[config.mk]
export PLATFORM = sky130hd
export DESIGN_NAME = pci_rd_xlate
export DESIGN_NICKNAME = d
export VERILOG_FILES = /design/src/rtl/pci_rd_pkg.sv /design/src/rtl/pci_rd_subst.sv /design/src/rtl/pci_rd_decode.sv /design/src/rtl/pci_rd_fsm.sv /design/src/rtl/pci_rd_xlate.sv
export SDC_FILE = /design/constraint.sdc
export NUM_CORES = 1
export LEC_CHECK = 0
export BUFFER_PORTS_ARGS = -buffer_cell sky130_fd_sc_hd__buf_2
export CAP_MARGIN = 40
export CELL_PAD_IN_SITES_DETAIL_PLACEMENT = 2
export CELL_PAD_IN_SITES_GLOBAL_PLACEMENT = 2
export CORE_MARGIN = 10
export CORE_UTILIZATION = 33
export CTS_CLUSTER_SIZE = 20
export DETAILED_ROUTE_END_ITERATION = 10
export PLACE_DENSITY_LB_ADDON = 0.1
export RECOVER_POWER = 25
export SETUP_SLACK_MARGIN = 0.05
export SYNTH_ARGS = -nofsm -noshare
export SYNTH_HDL_FRONTEND = slang
export SYNTH_SLANG_ARGS = --single-unit
[constraint.sdc]
create_clock -name clk_i -period 2.4 [get_ports clk_i]
set_input_delay 0 -clock clk_i [delete_from_list [all_inputs] [get_ports clk_i]]
set_output_delay 0 -clock clk_i [all_outputs]
set_load 0.03 [all_outputs]
[src/rtl/pci_rd_pkg.sv]
package pci_rd_pkg;
  localparam logic [3:0] CMD_IO_RD       = 4'h2;
  localparam logic [3:0] CMD_MEM_RD      = 4'h6;
  localparam logic [3:0] CMD_MEM_RD_MULT = 4'hC;
  localparam logic [3:0] CMD_MEM_RD_LINE = 4'hE;

  typedef enum logic [1:0] {XFER_NONE, XFER_SINGLE, XFER_BURST} xfer_e;
  typedef enum logic [1:0] {ST_IDLE, ST_REQ, ST_DATA} rd_st_e;
endpackage

[src/rtl/pci_rd_subst.sv]
module pci_rd_subst #(
  parameter int ADDR_W   = 32,
  parameter int SUB_BITS = 8
) (
  input  logic              clk_i,
  input  logic              rst_ni,
  input  logic              cfg_we_i,
  input  logic              cfg_sel_i,
  input  logic [SUB_BITS-1:0] cfg_wdata_i,
  input  logic [ADDR_W-1:0] addr_i,
  output logic [ADDR_W-1:0] addr_o
);
  localparam int LOW_W = ADDR_W - SUB_BITS;

  logic [SUB_BITS-1:0] base_q, mask_q;

  always_ff @(posedge clk_i or negedge rst_ni) begin
    if (!rst_ni) begin
      base_q <= '0;
      mask_q <= '0;
    end else if (cfg_we_i) begin
      if (cfg_sel_i) mask_q <= cfg_wdata_i;
      else           base_q <= cfg_wdata_i;
    end
  end

  assign addr_o = {(addr_i[ADDR_W-1 -: SUB_BITS] & ~mask_q) | (base_q & mask_q),
                   addr_i[LOW_W-1:0]};
endmodule

[src/rtl/pci_rd_decode.sv]
module pci_rd_decode
  import pci_rd_pkg::*;
#(
  parameter int ADDR_W        = 32,
  parameter int BE_W          = 8,
  parameter bit LINE_AS_BURST = 1'b1
) (
  input  logic [3:0]        cmd_i,
  input  logic [ADDR_W-1:0] addr_i,
  input  logic [3:0]        be_ni,
  output xfer_e             kind_o,
  output logic [ADDR_W-1:0] addr_o,
  output logic [BE_W-1:0]   be_o
);
  localparam int GRP     = BE_W / 4;
  localparam int GSEL_W  = $clog2(GRP);
  localparam int ALIGN_W = $clog2(BE_W);

  xfer_e            line_kind;
  logic [3:0]       lanes;
  logic [1:0]       low2;
  logic [BE_W-1:0]  grp_be;

  generate
    if (LINE_AS_BURST) begin : g_line_burst
      assign line_kind = XFER_BURST;
    end else begin : g_line_single
      assign line_kind = XFER_SINGLE;
    end
  endgenerate

  always_comb begin
    case (cmd_i)
      CMD_MEM_RD:      kind_o = XFER_SINGLE;
      CMD_MEM_RD_MULT: kind_o = XFER_BURST;
      CMD_MEM_RD_LINE: kind_o = line_kind;
      default:         kind_o = XFER_NONE;
    endcase
  end

  assign lanes = ~be_ni;

  // lowest enabled lane gives the low address bits
  always_comb begin
    low2 = 2'b00;
    for (int i = 3; i >= 0; i--) begin
      if (lanes[i]) low2 = 2'(i);
    end
  end

  for (genvar g = 0; g < GRP; g++) begin : g_grp
    assign grp_be[g*4 +: 4] = (addr_i[2 +: GSEL_W] == GSEL_W'(g)) ? lanes : 4'h0;
  end

  always_comb begin
    if (kind_o == XFER_BURST) begin
      addr_o = {addr_i[ADDR_W-1:ALIGN_W], ALIGN_W'(0)};
      be_o   = '1;
    end else begin
      addr_o = {addr_i[ADDR_W-1:2], low2};
      be_o   = (kind_o == XFER_SINGLE) ? grp_be : '0;
    end
  end
endmodule

[src/rtl/pci_rd_fsm.sv]
module pci_rd_fsm
  import pci_rd_pkg::*;
#(
  parameter int ADDR_W    = 32,
  parameter int DATA_W    = 64,
  parameter int BURST_LEN = 4,
  localparam int BE_W     = DATA_W / 8,
  localparam int LEN_W    = $clog2(BURST_LEN + 1)
) (
  input  logic              clk_i,
  input  logic              rst_ni,
  input  logic              req_i,
  input  xfer_e             kind_i,
  input  logic [ADDR_W-1:0] addr_i,
  input  logic [BE_W-1:0]   be_i,
  input  logic              lb_ack_i,
  input  logic              lb_rearb_i,
  input  logic [DATA_W-1:0] lb_rdata_i,
  input  logic              lb_rvalid_i,
  output logic              pci_ack_o,
  output logic              pci_retry_o,
  output logic [DATA_W-1:0] pci_data_o,
  output logic              pci_data_valid_o,
  output logic              pci_done_o,
  output logic              lb_req_o,
  output logic [ADDR_W-1:0] lb_addr_o,
  output logic [BE_W-1:0]   lb_be_o,
  output logic              lb_burst_o,
  output logic [LEN_W-1:0]  lb_len_o
);
  rd_st_e           st_q;
  logic [LEN_W-1:0] beat_q, last_beat;
  logic             take;

  assign take      = req_i && (kind_i != XFER_NONE);
  assign last_beat = lb_burst_o ? LEN_W'(BURST_LEN - 1) : '0;

  always_ff @(posedge clk_i or negedge rst_ni) begin
    if (!rst_ni) begin
      st_q             <= ST_IDLE;
      beat_q           <= '0;
      pci_ack_o        <= 1'b0;
      pci_retry_o      <= 1'b0;
      pci_data_o       <= '0;
      pci_data_valid_o <= 1'b0;
      pci_done_o       <= 1'b0;
      lb_addr_o        <= '0;
      lb_be_o          <= '0;
      lb_burst_o       <= 1'b0;
    end else begin
      pci_ack_o        <= 1'b0;
      pci_retry_o      <= 1'b0;
      pci_data_valid_o <= 1'b0;
      pci_done_o       <= 1'b0;
      case (st_q)
        ST_IDLE: if (take) begin
          st_q       <= ST_REQ;
          pci_ack_o  <= 1'b1;
          lb_addr_o  <= addr_i;
          lb_be_o    <= be_i;
          lb_burst_o <= (kind_i == XFER_BURST);
        end
        ST_REQ: begin
          if (lb_rearb_i) begin
            st_q        <= ST_IDLE;
            pci_retry_o <= 1'b1;
          end else if (lb_ack_i) begin
            st_q   <= ST_DATA;
            beat_q <= '0;
          end
        end
        ST_DATA: if (lb_rvalid_i) begin
          pci_data_valid_o <= 1'b1;
          pci_data_o       <= lb_rdata_i;
          if (beat_q == last_beat) begin
            pci_done_o <= 1'b1;
            st_q       <= ST_IDLE;
          end else begin
            beat_q <= beat_q + 1'b1;
          end
        end
        default: st_q <= ST_IDLE;
      endcase
      // one read at a time
      if (st_q != ST_IDLE && take) pci_retry_o <= 1'b1;
    end
  end

  assign lb_req_o = (st_q == ST_REQ);
  assign lb_len_o = lb_burst_o ? LEN_W'(BURST_LEN) : LEN_W'(1);
endmodule

[src/rtl/pci_rd_xlate.sv]
module pci_rd_xlate
  import pci_rd_pkg::*;
#(
  parameter int ADDR_W        = 32,
  parameter int SUB_BITS      = 8,
  parameter int DATA_W        = 64,
  parameter int BURST_LEN     = 4,
  parameter bit LINE_AS_BURST = 1'b1,
  localparam int BE_W         = DATA_W / 8,
  localparam int LEN_W        = $clog2(BURST_LEN + 1)
) (
  input  logic                clk_i,
  input  logic                rst_ni,
  input  logic                cfg_we_i,
  input  logic                cfg_sel_i,
  input  logic [SUB_BITS-1:0] cfg_wdata_i,
  input  logic                pci_req_i,
  input  logic [3:0]          pci_cmd_i,
  input  logic [ADDR_W-1:0]   pci_addr_i,
  input  logic [3:0]          pci_be_ni,
  output logic                pci_ack_o,
  output logic                pci_retry_o,
  output logic [DATA_W-1:0]   pci_data_o,
  output logic                pci_data_valid_o,
  output logic                pci_done_o,
  output logic                lb_req_o,
  output logic [ADDR_W-1:0]   lb_addr_o,
  output logic [BE_W-1:0]     lb_be_o,
  output logic                lb_burst_o,
  output logic [LEN_W-1:0]    lb_len_o,
  input  logic                lb_ack_i,
  input  logic                lb_rearb_i,
  input  logic [DATA_W-1:0]   lb_rdata_i,
  input  logic                lb_rvalid_i
);
  logic [ADDR_W-1:0] sub_addr, dec_addr;
  logic [BE_W-1:0]   dec_be;
  xfer_e             dec_kind;

  pci_rd_subst #(.ADDR_W(ADDR_W), .SUB_BITS(SUB_BITS)) u_subst (
    .clk_i       (clk_i),
    .rst_ni      (rst_ni),
    .cfg_we_i    (cfg_we_i),
    .cfg_sel_i   (cfg_sel_i),
    .cfg_wdata_i (cfg_wdata_i),
    .addr_i      (pci_addr_i),
    .addr_o      (sub_addr)
  );

  pci_rd_decode #(.ADDR_W(ADDR_W), .BE_W(BE_W), .LINE_AS_BURST(LINE_AS_BURST)) u_decode (
    .cmd_i  (pci_cmd_i),
    .addr_i (sub_addr),
    .be_ni  (pci_be_ni),
    .kind_o (dec_kind),
    .addr_o (dec_addr),
    .be_o   (dec_be)
  );

  pci_rd_fsm #(.ADDR_W(ADDR_W), .DATA_W(DATA_W), .BURST_LEN(BURST_LEN)) u_fsm (
    .clk_i            (clk_i),
    .rst_ni           (rst_ni),
    .req_i            (pci_req_i),
    .kind_i           (dec_kind),
    .addr_i           (dec_addr),
    .be_i             (dec_be),
    .lb_ack_i         (lb_ack_i),
    .lb_rearb_i       (lb_rearb_i),
    .lb_rdata_i       (lb_rdata_i),
    .lb_rvalid_i      (lb_rvalid_i),
    .pci_ack_o        (pci_ack_o),
    .pci_retry_o      (pci_retry_o),
    .pci_data_o       (pci_data_o),
    .pci_data_valid_o (pci_data_valid_o),
    .pci_done_o       (pci_done_o),
    .lb_req_o         (lb_req_o),
    .lb_addr_o        (lb_addr_o),
    .lb_be_o          (lb_be_o),
    .lb_burst_o       (lb_burst_o),
    .lb_len_o         (lb_len_o)
  );
endmodule

# Word level (Yosys, flattened, before mapping)
# Index checks and enable logic that the tools add are counted.
[totals]
ff_bits = 130
elab_cells = 80
[classes]
n_reduce_logical = 13
bitwise_logic = 6
n_addsub = 1
eq_ne = 15
mux = 33
[op_table]
columns = ["operator", "n"]
rows = [
  ["$mux 2", 10],
  ["$mux 3", 6],
  ["$and 8x8->8", 2],
  ["$mux 8", 2],
  ["$mux 1", 10],
  ["$eq 4x4->1 const B", 2],
  ["$mux 4", 2],
  ["$not 8->8", 1],
  ["$or 8x8->8", 1],
  ["$reduce_and 2->1", 4],
  ["$ne 2x1->1 const B", 3],
  ["$ne 2x2->1 const B", 3],
  ["$pmux 2 s3", 1],
  ["$pmux 3 s2", 1],
  ["$reduce_bool 2->1", 3],
  ["$reduce_and 5->1", 1],
  ["$eq 2x1->1 const B", 2],
  ["$eq 2x2->1 const B", 2],
  ["$eq 4x3->1 const B", 1],
  ["$not 4->4", 1],
  ["$pmux 2 s2", 1],
  ["$reduce_and 4->1", 1],
  ["$add 3x1->3 const B", 1],
  ["$eq 3x3->1", 1],
  ["5 further kinds", 6],
]

# Depth between registers and ports, before layout
[depth]
word_depth = 7
mapped_depth = 5
ltp_nobuf = 4

# By module
# A second synthesis with hierarchy kept.
[hier_totals]
cells_unflattened = 386
area_unflattened_um2 = 5861.9
[by_module_without_submodules]
columns = ["mod", "seq_area_each_um2", "cells_each", "area_per_inst_um2", "n_inst"]
rows = [
  ["pci_rd_fsm", 2852.7, 266, 4555.6, 1],
  ["pci_rd_subst", 400.4, 67, 912.1, 1],
  ["pci_rd_decode", 0.0, 53, 394.1, 1],
]

# Least setup slack after synthesis
# OpenSTA, ideal clock, no wires.
[synth_path]
path_type = "flip-flop to flip-flop"
startpoint = "register u_fsm.st_q[1]"
endpoint = "register u_fsm.lb_addr_o[10]"
stages_incl_launch_ff = 5
setup_time_ps = 125
synth_period_minus_slack_ps = 1592
path_slack_ps = 808
arrival_ps = 1467
path_cell_list = "dfrtp_1 buf_6 nor4_4 buf_6 mux2_4"
[synth_between]
elab_chain_len = 2
[synth_lines]
columns = ["item", "line_no", "source"]
rows = [
  ["start, declared", "pci_rd_fsm.sv:31", "rd_st_e st_q;"],
  ["start signal, assigned", "pci_rd_fsm.sv:40", "st_q <= ST_IDLE;"],
  ["start signal, assigned", "pci_rd_fsm.sv:57", "st_q <= ST_REQ;"],
  ["start signal, assigned", "pci_rd_fsm.sv:65", "st_q <= ST_IDLE;"],
  ["$logic_not 2->1", "pci_rd_fsm.sv:55", "case (st_q)"],
  ["$reduce_and 2->1 (no line)", "n/a", ""],
  ["end signal, assigned", "pci_rd_fsm.sv:59", "lb_addr_o <= addr_i;"],
  ["end, declared", "pci_rd_fsm.sv:26", "output logic [ADDR_W-1:0] lb_addr_o,"],
]
# No other way between the ends.
# A chain may end at the register's enable or synchronous reset.

# Worst setup path after layout
[layout_path]
startpoint = "input pci_cmd_i[0]"
endpoint = "register u_fsm.lb_addr_o[3]"
[layout_between]
elab_chain_len = 6
word_cells_on_any_way = 8
classes_between = "eq/ne: 3; mux: 1; reduce/logical: 4"
[layout_lines]
columns = ["item", "line_no", "source"]
rows = [
  ["start, declared", "pci_rd_xlate.sv:18", "input logic [3:0] pci_cmd_i,"],
  ["$eq 4x4->1", "pci_rd_decode.sv:33", "case (cmd_i)"],
  ["$reduce_or 2->1 (no line)", "n/a", ""],
  ["$pmux 2 s2 *", "pci_rd_decode.sv:33", ""],
  ["$reduce_bool 2->1 *", "pci_rd_fsm.sv:35", "assign take = req_i && (kind_i != XFER_NONE);"],
  ["$logic_and 1x1->1 *", "pci_rd_fsm.sv:35", ""],
  ["$reduce_and 2->1 (no line) *", "n/a", ""],
]
# Mark *: on every way between the ends. The rest lies on a longest branch, timed or not.

==> results.md <==
* Clk_skew at 6.07 ps
* Post-CTS sizing at 0
* Syn_area_per_cell at 16.0 um2
* Area delta synth->final at 58.6%
* Clk Latency, worst-skew pair at 410 ps
* Total Routing Usage GR at 19.7%
* CP Launch Type: primary input
* Maximum clock rate at 455 MHz
* Full die area at between 20,000 and 25,000 um2
* Final hold vios at 0
* CTS tree: yes
* Final setup vio count at 0
* Post-route DRC at 0
* Worst-Margin Slew at ~1600 ps
* Slew Viols, Final at 62
* Largest net degree at the start of global routing at 62
* CTS H-Tree Depth at 4
* Min-delay worst type: in -> reg
* Die X at about 150 um
* Kind of cell adding the most delay to the critical path: buffers and inverters
* First-pass GRT wire length at roughly 32 mm
* Filler cell count at between 1,500 and 2,000
* Yosys Warn Count at 0
* Critical Path AT at between 2000 and 3000 ps
* Clock root buffer: clkbuf_16
* Buf/Inv on CP at 4
* Post-Syn Nets at 453
* Vias post-DR at 4,188
* Multi-input logic area at 1910 um2
* Layout Cells excl Fill at 913
* Yosys cell types at 35
* Routed Antenna Nets at 0
* TNS Setup at 0 ps
* Critical path's slowest cell: dlygate4sd3_1
* Failing checks: max-capacitance violations, max-slew violations
* Kind of critical path: in -> reg
* Adder-cell share of the synthesized area at less than 1%
* CTS buffer count at 17
* Nets at 805
* Req. time, crit path at around 2700 ps
* First-pass iteration count of the detailed router at 4
* N_diodes at 0
* Clock Pin Slew Worst Setup and Hold Paths at 60 ps
* Leading cell types in the layout, fill and taps excluded: 214 x buf_2, 130 x dfrtp_1, 114 x dlygate4sd3_1
* Vias in the first global route at 5,117
* FF+latch count, synth at 130
* 1st-iter DRT viols at 86
* Seq. cell area at 3250 um2
* Routed wire per std cell at 23.3 um
* Max incr delay on CP at 620 ps
* Synth Area in Simple Gates at 3.60%
* Compound-gate portion of the synthesized area at 1.88%
* CP most frequent cell: dlygate4sd3_1
* Clk sinks at 130
* Endpoint type of the worst setup path: flop
* Leakage at 4.12 nW
* P per Cell Area at 1230 nW/um2
* Period utilization at around nine tenths
* Period minus WS final at 2200 ps
* Initial antenna violation count at 0
* Total gr overflow at 0
* Row count at 46
* DP HPWL at 13.0 mm
* Share of post-route cells with drive strength above 1 at between 50% and 60%
* Starting density of the core at 33.6%
* Post-CTS Setup Inserts at 0
* Die span in y at 147 um
* WHS at 34.6 ps
* Max transition margin at -4.48%
* Worst-path cell chain: dlygate4sd3_1 > buf_2 > nand3b_1 > dlygate4sd3_1 > nor4_4 > buf_12 > mux2_2
* Via/cell ratio at 4.59
* IO buf count at between 200 and 250
* Max-cap viol count at 1
* CP max FO at 40
* Multiplexer area fraction after synthesis at 30.1%
* Syn Std Cell Area at 5320 um2
* Cell area after layout at 8430 um2
* PnR Total Power at 10.4 mW
* Status: finished, violations left
* DP Cell Count at 767
* I/O pins at 233
* Post-Synth XOR/XNOR Area at 0%
* Syn Inst Count at 332
* Max rail drop VDD at 0.000507 V
* RSZ-0062 raised after global routing: no
* GPL Wtd Cong at 0.733
* Core Footprint at 15,800 um2
* Seq/Total Area, Yosys at 61.2%
* Largest family of logic cells by synthesized area: multiplexers
* Area of placed instances at 6700 um2
* Clock Tree Buf Depth at 2
* Most common cell after layout, fill and taps aside: buf_2
* Final WL at roughly 21 mm
## cells in the mapped netlist
cell      instances  share of area [%]
nor3_2            1               0.19
mux2_4           35                9.9
nand3b_4          1               0.38
buf_6             5                1.1
mux2i_1           6                1.1
or3_1             1               0.12
mux2_2           90                 19
nor3_1            1              0.094
o211ai_1          1               0.14
nand2_1           7               0.49
a21oi_1           1              0.094
conb_1            1              0.071
o41ai_1           1               0.16
clkbuf_1          2               0.14
nor2_1            4               0.28
buf_4             5               0.71
or4bb_1           1               0.21
ha_1              1               0.24
and2b_1           1               0.14
nor4_4            1               0.40
and4b_1           1               0.19
nor2b_1           3               0.35
nand3b_1          2               0.28
a32o_1            1               0.19
nand4_1           1               0.12
dfrtp_1         130                 61
inv_1             9               0.64
nand2b_1          1               0.12
o21a_1            1               0.14
buf_2             4               0.38
o21ai_0           9               0.85
and3_1            1               0.12
a21bo_2           1               0.19
o22ai_1           1               0.12
nor4_1            1               0.12
## state kept, by name, summed over array words and instances (netlist names)
name and cells:
u_fsm.lb_be_o 8, u_fsm.lb_addr_o 32, u_subst.base_q 8, u_fsm.st_q 2, u_fsm.beat_q 3, u_subst.mask_q 8
u_fsm.pci_data_valid_o 1, u_fsm.pci_ack_o 1, u_fsm.lb_burst_o 1, u_fsm.pci_done_o 1, u_fsm.pci_data_o 64, u_fsm.pci_retry_o 1
## layout make-up
| class | count | area share, % |
|---|---|---|
| clock buffer | 18 | 5.09 |
| clock inverter | 14 | 2.24 |
| inverter | 9 | 0.401 |
| multi-input combinational | 177 | 22.6 |
| sequential | 130 | 38.6 |
| tap | 216 | 3.21 |
| timing repair buffer | 349 | 27.9 |
## where the power goes
group          switching [mW]  total (mW)  internal [mW]  leakage (nW)
logic                    2.63        4.10           1.47          2.24
clock network            1.01        2.74           1.73         0.296
registers               0.524        3.54           3.01          1.59
total                    4.16        10.4           6.22          4.12
## metrics by stage
stage | worst slack [ps] | util [%]
6_report | 200 | 53.3
2_1_floorplan | 808 | -
3_5_place_dp | 580 | 42.3
5_1_grt | 91.7 | 53.3
4_1_cts | 218 | 53.4
3_3_place_gp | 584 | 42.3
## kinds of logic (layout without fill, tap and decap cells)
logic type | after synthesis | in the layout
AO/OA/AOI/OAI | 16 | 16
adder cells (fa/ha/maj) | 1 | 1
buffers and inverters | 25 | 390
flip-flops | 130 | 130
multiplexers | 131 | 131
other | 1 | 1
AND/OR/NAND/NOR | 28 | 28
## timing repair
action / in CTS / in global routing
endpoints found under the setup margin: 0 / 0
hold buffers: 114 / 0
endpoints found under the hold margin: 174 / 0
## layer usage
metal | wire length (um) | track usage (%)
met5 | 0 | 0
met4 | 318 | 6.05
met3 | 812 | 4.55
met2 | 12200 | 38.1
met1 | 7890 | 20.4
## final timing paths
kind / start / to / slack, ps / cells past startpoint
setup / recovery: pci_cmd_i[0] / u_fsm.lb_addr_o[3] / 200 / 7
setup reg to reg: u_fsm.st_q[1] / u_fsm.lb_addr_o[3] / 580 / 3
hold / removal: pci_be_ni[3] / u_fsm.lb_addr_o[0] / 30 / 4
max in group asynchronous: rst_ni / u_fsm.lb_addr_o[5] / 590 / 3
hold reg to reg: u_fsm.pci_data_o[54] / u_fsm.pci_data_o[54] / 500 / 1
min in group asynchronous: rst_ni / u_subst.base_q[1] / 530 / 2
## worst register-to-register path, stage by stage, from the launching register on
cell     delay, ps
dfrtp_1        490
nor4_4         460
buf_12         350
mux2_2         410
Power figures use the tool's default switching activity.
